$ cat config.mk
export PLATFORM = sky130hd
export DESIGN_NAME = scan_req_src
export DESIGN_NICKNAME = d
export VERILOG_FILES = /design/src/rtl/scan_req_pkg.sv /design/src/rtl/srs_regs.sv /design/src/rtl/srs_pending.sv /design/src/rtl/srs_issue.sv /design/src/rtl/scan_req_src.sv
export SDC_FILE = /design/constraint.sdc
export NUM_CORES = 1
export LEC_CHECK = 0
export BUFFER_PORTS_ARGS = -buffer_cell sky130_fd_sc_hd__buf_2
export CAP_MARGIN = 40
export CORE_UTILIZATION = 45
export CTS_BUF_LIST = sky130_fd_sc_hd__clkbuf_4 sky130_fd_sc_hd__clkbuf_8 sky130_fd_sc_hd__clkbuf_16
export CTS_CLUSTER_DIAMETER = 40
export DETAILED_ROUTE_END_ITERATION = 16
export PLACE_DENSITY = 0.68
export SLEW_MARGIN = 30
export SYNTH_ARGS = -nofsm -noshare
export SYNTH_HDL_FRONTEND = slang
export SYNTH_SLANG_ARGS = --single-unit
export TNS_END_PERCENT = 10
$ cat constraint.sdc
create_clock -name clk_i -period 2.19 [get_ports clk_i]
set_input_delay 0.3285 -clock clk_i [delete_from_list [all_inputs] [get_ports clk_i]]
set_output_delay 0.3285 -clock clk_i [all_outputs]
set_load 0.02 [all_outputs]
$ cat src/rtl/scan_req_pkg.sv
package scan_req_pkg;
  localparam int ADDR_W   = 2;
  localparam int DW       = 16;
  localparam logic [ADDR_W-1:0] A_SEL  = 2'd0;
  localparam logic [ADDR_W-1:0] A_MODE = 2'd1;
  localparam logic [ADDR_W-1:0] A_PND  = 2'd2;
  localparam int B_TRIG   = 2;
  localparam int B_IRQ    = 3;
  localparam int B_AUTO   = 4;
  localparam int B_MERGE  = 5;
  localparam int B_CLR    = 8;
  localparam int B_LDEV   = 9;
  localparam int B_GLVL   = 12;

  typedef enum logic [1:0] {
    GATE_OFF = 2'd0,
    GATE_ON  = 2'd1,
    GATE_HI  = 2'd2,
    GATE_LO  = 2'd3
  } gate_mode_e;

  typedef struct packed {
    logic       merge;
    logic       auto_en;
    logic       irq_en;
    logic       trig_en;
    gate_mode_e gate;
  } mode_t;
endpackage

$ cat src/rtl/srs_regs.sv
module srs_regs
  import scan_req_pkg::*;
#(
  parameter int N_CH = 8
) (
  input  logic              clk_i,
  input  logic              rst_ni,
  input  logic              wr_en_i,
  input  logic [ADDR_W-1:0] addr_i,
  input  logic [DW-1:0]     wr_data_i,
  input  logic              gate_i,
  input  logic [N_CH-1:0]   pnd_i,
  output logic [N_CH-1:0]   sel_o,
  output mode_t             mode_o,
  output logic              clr_o,
  output logic              ldev_o,
  output logic [DW-1:0]     rd_data_o
);
  logic  [N_CH-1:0] sel_q;
  mode_t            mode_q;
  logic             mode_wr;

  assign mode_wr = wr_en_i && (addr_i == A_MODE);
  assign clr_o   = mode_wr && wr_data_i[B_CLR];
  assign ldev_o  = mode_wr && wr_data_i[B_LDEV];

  always_ff @(posedge clk_i or negedge rst_ni) begin
    if (!rst_ni) begin
      sel_q  <= '0;
      mode_q <= '0;
    end else if (wr_en_i) begin
      if (addr_i == A_SEL) sel_q <= wr_data_i[N_CH-1:0];
      if (mode_wr) begin
        mode_q.gate    <= gate_mode_e'(wr_data_i[1:0]);
        mode_q.trig_en <= wr_data_i[B_TRIG];
        mode_q.irq_en  <= wr_data_i[B_IRQ];
        mode_q.auto_en <= wr_data_i[B_AUTO];
        mode_q.merge   <= wr_data_i[B_MERGE];
      end
    end
  end

  always_comb begin
    rd_data_o = '0;
    unique case (addr_i)
      A_SEL:  rd_data_o[N_CH-1:0] = sel_q;
      A_MODE: begin
        rd_data_o[1:0]     = mode_q.gate;
        rd_data_o[B_TRIG]  = mode_q.trig_en;
        rd_data_o[B_IRQ]   = mode_q.irq_en;
        rd_data_o[B_AUTO]  = mode_q.auto_en;
        rd_data_o[B_MERGE] = mode_q.merge;
        rd_data_o[B_GLVL]  = gate_i;
      end
      A_PND:  rd_data_o[N_CH-1:0] = pnd_i;
      default: rd_data_o = '0;
    endcase
  end

  assign sel_o  = sel_q;
  assign mode_o = mode_q;

  // action bit produces no state change in the select mask
  assert_ldev_keeps_sel_R5: assert property (@(posedge clk_i) disable iff (!rst_ni)
    ldev_o |=> sel_q == $past(sel_q));
endmodule

$ cat src/rtl/srs_pending.sv
module srs_pending #(
  parameter int N_CH = 8
) (
  input  logic            clk_i,
  input  logic            rst_ni,
  input  logic [N_CH-1:0] sel_i,
  input  logic            merge_i,
  input  logic            clr_i,
  input  logic            load_i,
  input  logic [N_CH-1:0] done_mask_i,
  output logic [N_CH-1:0] pnd_o,
  output logic [N_CH-1:0] pnd_nxt_o
);
  logic [N_CH-1:0] pnd_q;

  // order: retire done bit, then clear, then load
  always_comb begin
    pnd_nxt_o = pnd_q & ~done_mask_i;
    if (clr_i)  pnd_nxt_o = '0;
    if (load_i) pnd_nxt_o = merge_i ? (pnd_nxt_o | sel_i) : sel_i;
  end

  always_ff @(posedge clk_i or negedge rst_ni) begin
    if (!rst_ni) pnd_q <= '0;
    else         pnd_q <= pnd_nxt_o;
  end

  assign pnd_o = pnd_q;

  assert_clear_empties_R4: assert property (@(posedge clk_i) disable iff (!rst_ni)
    clr_i && !load_i |=> pnd_q == '0);
  assert_copy_load_R2: assert property (@(posedge clk_i) disable iff (!rst_ni)
    load_i && !merge_i |=> pnd_q == $past(sel_i));
  assert_merge_keeps_sel_R3: assert property (@(posedge clk_i) disable iff (!rst_ni)
    load_i && merge_i |=> (pnd_q & $past(sel_i)) == $past(sel_i));
  assert_clear_then_load_R11: assert property (@(posedge clk_i) disable iff (!rst_ni)
    clr_i && load_i |=> pnd_q == $past(sel_i));
endmodule

$ cat src/rtl/srs_issue.sv
module srs_issue
  import scan_req_pkg::*;
#(
  parameter int N_CH = 8,
  localparam int CH_W = (N_CH > 1) ? $clog2(N_CH) : 1
) (
  input  logic            clk_i,
  input  logic            rst_ni,
  input  logic [N_CH-1:0] pnd_i,
  input  logic [N_CH-1:0] pnd_nxt_i,
  input  gate_mode_e      gate_mode_i,
  input  logic            gate_i,
  input  logic            done_i,
  input  logic            irq_en_i,
  input  logic            auto_en_i,
  output logic            req_valid_o,
  output logic [CH_W-1:0] req_ch_o,
  output logic [N_CH-1:0] done_mask_o,
  output logic            irq_o,
  output logic            auto_load_o
);
  logic            busy_q, irq_q, auto_q;
  logic [CH_W-1:0] ch_q, low_idx;
  logic            gate_ok, issue_go, done_hit, last;

  always_comb begin
    unique case (gate_mode_i)
      GATE_OFF: gate_ok = 1'b0;
      GATE_ON:  gate_ok = 1'b1;
      GATE_HI:  gate_ok = gate_i;
      GATE_LO:  gate_ok = !gate_i;
      default:  gate_ok = 1'b0;
    endcase
  end

  // lowest set bit wins
  always_comb begin
    low_idx = '0;
    for (int i = N_CH - 1; i >= 0; i--)
      if (pnd_i[i]) low_idx = CH_W'(i);
  end

  assign issue_go    = !busy_q && gate_ok && (|pnd_i);
  assign done_hit    = busy_q && done_i;
  assign done_mask_o = done_hit ? (N_CH'(1) << ch_q) : '0;
  assign last        = done_hit && (pnd_nxt_i == '0);

  always_ff @(posedge clk_i or negedge rst_ni) begin
    if (!rst_ni) begin
      busy_q <= 1'b0;
      ch_q   <= '0;
      irq_q  <= 1'b0;
      auto_q <= 1'b0;
    end else begin
      if (issue_go) begin
        busy_q <= 1'b1;
        ch_q   <= low_idx;
      end else if (done_hit) begin
        busy_q <= 1'b0;
      end
      irq_q  <= irq_en_i && last;
      auto_q <= auto_en_i && last;
    end
  end

  assign req_valid_o = busy_q;
  assign req_ch_o    = ch_q;
  assign irq_o       = irq_q;
  assign auto_load_o = auto_q;

  assert_gate_off_idle_R1: assert property (@(posedge clk_i) disable iff (!rst_ni)
    !busy_q && gate_mode_i == GATE_OFF |=> !busy_q);
  assert_req_held_R10: assert property (@(posedge clk_i) disable iff (!rst_ni)
    busy_q && !done_i |=> busy_q && $stable(ch_q));
  assert_lowest_issued_R10: assert property (@(posedge clk_i) disable iff (!rst_ni)
    $rose(busy_q) |-> ((($past(pnd_i) >> ch_q) & N_CH'(1)) == N_CH'(1)) &&
                      (($past(pnd_i) & ((N_CH'(1) << ch_q) - N_CH'(1))) == '0));
  assert_irq_single_R7: assert property (@(posedge clk_i) disable iff (!rst_ni)
    irq_q |=> !irq_q);
endmodule

$ cat src/rtl/scan_req_src.sv
module scan_req_src
  import scan_req_pkg::*;
#(
  parameter int N_CH = 8,
  localparam int CH_W = (N_CH > 1) ? $clog2(N_CH) : 1
) (
  input  logic              clk_i,
  input  logic              rst_ni,
  input  logic              wr_en_i,
  input  logic [ADDR_W-1:0] addr_i,
  input  logic [DW-1:0]     wr_data_i,
  output logic [DW-1:0]     rd_data_o,
  input  logic              gate_i,
  input  logic              trig_i,
  input  logic              done_i,
  output logic              req_valid_o,
  output logic [CH_W-1:0]   req_ch_o,
  output logic              irq_o
);
  logic [N_CH-1:0] sel, pnd, pnd_nxt, done_mask;
  mode_t           mode;
  logic            clr, ldev, auto_load, load;

  assign load = ldev || (trig_i && mode.trig_en) || auto_load;

  srs_regs #(.N_CH(N_CH)) u_regs (
    .clk_i, .rst_ni, .wr_en_i, .addr_i, .wr_data_i, .gate_i,
    .pnd_i(pnd), .sel_o(sel), .mode_o(mode), .clr_o(clr), .ldev_o(ldev),
    .rd_data_o
  );

  srs_pending #(.N_CH(N_CH)) u_pnd (
    .clk_i, .rst_ni, .sel_i(sel), .merge_i(mode.merge), .clr_i(clr),
    .load_i(load), .done_mask_i(done_mask), .pnd_o(pnd), .pnd_nxt_o(pnd_nxt)
  );

  srs_issue #(.N_CH(N_CH)) u_iss (
    .clk_i, .rst_ni, .pnd_i(pnd), .pnd_nxt_i(pnd_nxt), .gate_mode_i(mode.gate),
    .gate_i, .done_i, .irq_en_i(mode.irq_en), .auto_en_i(mode.auto_en),
    .req_valid_o, .req_ch_o, .done_mask_o(done_mask), .irq_o,
    .auto_load_o(auto_load)
  );

  assert_trig_ignored_R6: assert property (@(posedge clk_i) disable iff (!rst_ni)
    trig_i && !mode.trig_en && !ldev && !auto_load && !clr && !(|done_mask)
      |=> pnd == $past(pnd));
endmodule

==> impl_metrics.yaml <==
worst_setup_path:
  timing.rr.end: "u_iss.req_valid_o$_DFFE_PN0P_"
  cp_max_fo: 5
  startpoint_type: "flop"
  endpoint_kind: "flop"
  r2r_setup_slack_ns: 0.46
  cp.required_ns: 2.39
  path_delay_family: "compound AO/OA/AOI/OAI gates"
  r2r_cells: 3
  crit_arrival_ns: 1.93
  worstSetupPathType: "reg2reg"
  cp_num_buf_inv: 0
  cp_common_cell: "o21ai_0"
  rr_startpoint: "u_pnd.pnd_o[2]$_DFF_PN0_"
  max_stage_delay_ns: 0.55
  critical_path.cell_chain: "or4_1, o21ai_0, o21ai_0"
  cp_slowest_cell: "or4_1"
yosys:
  synth_warnings: 0
  synthesis.instances: 148
  ys_seq_area_share_pct: 46.4
  ys_types: 36
  async_flop_share_pct: 100
  syn_area_mm2: 0.00151
  synth_edf_count: 0
  ys_ff_latch: 28
  avgSynthCellArea_um2: 10.2
  synth_ff_type: "dfrtp_1"
detailed_routing:
  drc: 0
  viasPerCell: 5.50
  route.vias.total: 1253
  first_iter_violations: 40
  drt-total-wl_mm: 3.23
  dr.pass1.iters: 4
  wl_per_cell_um: 14.2
  ant_nets: 0
grt:
  grt_pass1_wl_mm: 5.33
  antenna_found_initial: 0
  grt_pass1_vias: 1179
  grt_max_degree: 29
  overflow: 0
  gr-usage-all-layers_pct: 20.4
place:
  dp_hpwl_mm: 2.48
  port-buffer-count: 31
  gp_congestion: 0.836
  place_ws_ns: 0.426
  placed_area_mm2: 0.00170
  dpl.cell_count: 223
sta:
  hold_ws_ns: 0.215
  fmax_ghz: 0.577
  setup_ws_ns: 0.457
  final_hold_viol_count: 0
  setup_tns_ns: 0
  relSlewSlack_pct: 58.8
  period_minus_slack_ns: 1.73
  fin_skew_ns: 0.00245
  finalMaxSlewViolations: 0
  tightest_slew_ns: 0.618
  rsz0062_at_grt: "no"
  period_share_pct: 79.1
  setup_viol: 0
status:
  status: "finished, final reports clean"
floorplan:
  dieArea_mm2: 0.00359
  start_util_pct: 48.2
  rows: 20
  die_height_um: 59.9
  fp.coreArea_mm2: 0.00313
  die_w_um: 59.9
  io_pins: 45
clock_network:
  cts_max_path_buffers: 2
  h-tree-depth: 1
  clockRootBuffer: "clkbuf_4"
  post_cts_resized: 0
  hold_buffers: 1
  clk_latency_ns: 0.33
  clkSinkCount: 28
  cts_setup_buffers: 0
  cts_tree: "done"
  cts.clk_slew.worst_paths_ns: 0.15
  numCtsBuffers: 3
power_and_ir_drop:
  p_total_mw: 1.80
  power.density_mw_per_mm2: 1030
  peakVddDrop_uv: 447
  p_leak_nw: 0.828
final_layout:
  drive_gt1_share_pct: 30.4
  instances_no_fill: 228
  fillers: 277
  fin_nets: 209
  finalInstanceArea_mm2: 0.00175
  final_common_cell: "buf_2"
  final_cell_mix: "buf_2 (31), dfrtp_1 (28), o21ai_0 (21)"
  diodes: 0
  syn_to_final_growth_pct: 15.8
  fin_util_pct: 55.8
hold_path:
  hold_path.class: "in2reg"
  hold_depth: 2
  whs_endpoint: "u_regs.sel_o[6]$_DFFE_PN0P_"
  hold_path.startpoint: "wr_data_i[6]"
run:
  maxCapViolCount: 0
## worst register-to-register path, cell delays in order, from the launching register on
cell and delay [ns]:
dfrtp_1 0.45, or4_1 0.55, o21ai_0 0.42, o21ai_0 0.18
## per-layer routing
layer	track usage, %	routed length (um)	vias to the layer above	part of all wire (%)
li1	-	-	591	-
met1	27.0	1410	616	43
met2	33.3	1640	41	51
met3	3.25	143	5	4.4
met4	7.64	40	0	1.2
met5	0	0	-	0
## cells in the mapped netlist, types with 4 or more instances
| cell | n | share of area, % |
|---|---|---|
| nor2_1 | 4 | 0.99 |
| o21ai_0 | 21 | 7.0 |
| nand2_1 | 17 | 4.2 |
| dfrtp_1 | 28 | 46 |
| mux2_2 | 13 | 9.7 |
| inv_1 | 7 | 1.7 |
| buf_4 | 8 | 4.0 |
| a21oi_1 | 5 | 1.7 |
| mux2i_1 | 8 | 5.3 |
## final cells by class
type                    instances  area, um2  area share, %
well taps                      44       55.1           3.15
multi-input cells             108        726           41.5
flip-flops and latches         28        701           40.1
repair buffers                 37        203           11.6
inverters                       7       26.3           1.50
clock buffers                   4       36.3           2.08
## how the worst max path moves through the flow
| stage | start | endpoint | cells after the start |
|---|---|---|---|
| 2_1_floorplan | wr_en_i | u_iss.auto_load_o$_DFF_PN0_ | 7 |
| 3_3_place_gp | wr_en_i | u_iss.auto_load_o$_DFF_PN0_ | 6 |
| 3_5_place_dp | wr_en_i | u_iss.auto_load_o$_DFF_PN0_ | 6 |
| 4_1_cts | u_regs.sel_o[6]$_DFFE_PN0P_ | u_iss.auto_load_o$_DFF_PN0_ | 4 |
| 5_1_grt | u_pnd.pnd_o[2]$_DFF_PN0_ | u_iss.req_valid_o$_DFFE_PN0P_ | 3 |
| 6_report | u_pnd.pnd_o[2]$_DFF_PN0_ | u_iss.req_valid_o$_DFFE_PN0P_ | 3 |
## cell families after synthesis
| logic type | count (synthesis) | synth area share [%] |
|---|---|---|
| other cells | 1 | 0.249 |
| compound gates | 40 | 17.1 |
| mux | 21 | 15.0 |
| flops | 28 | 46.4 |
| simple gates | 40 | 14.3 |
| buf+inv | 18 | 6.97 |
## power breakdown
group / switching, mW / leakage [nW] / internal, mW
Combinational: 0.371 / 0.466 / 0.298
Clock: 0.152 / 0.0210 / 0.102
Sequential: 0.202 / 0.342 / 0.670
Total: 0.726 / 0.828 / 1.07
## flip-flops by register name, indices dropped and copies added (netlist names)
name and count:
u_iss.irq_o 1, u_iss.auto_load_o 1, u_regs.mode_o 6, u_pnd.pnd_o 8, u_iss.req_valid_o 1, u_iss.req_ch_o 3
u_regs.sel_o 8
(Power assumes the default switching activity.)
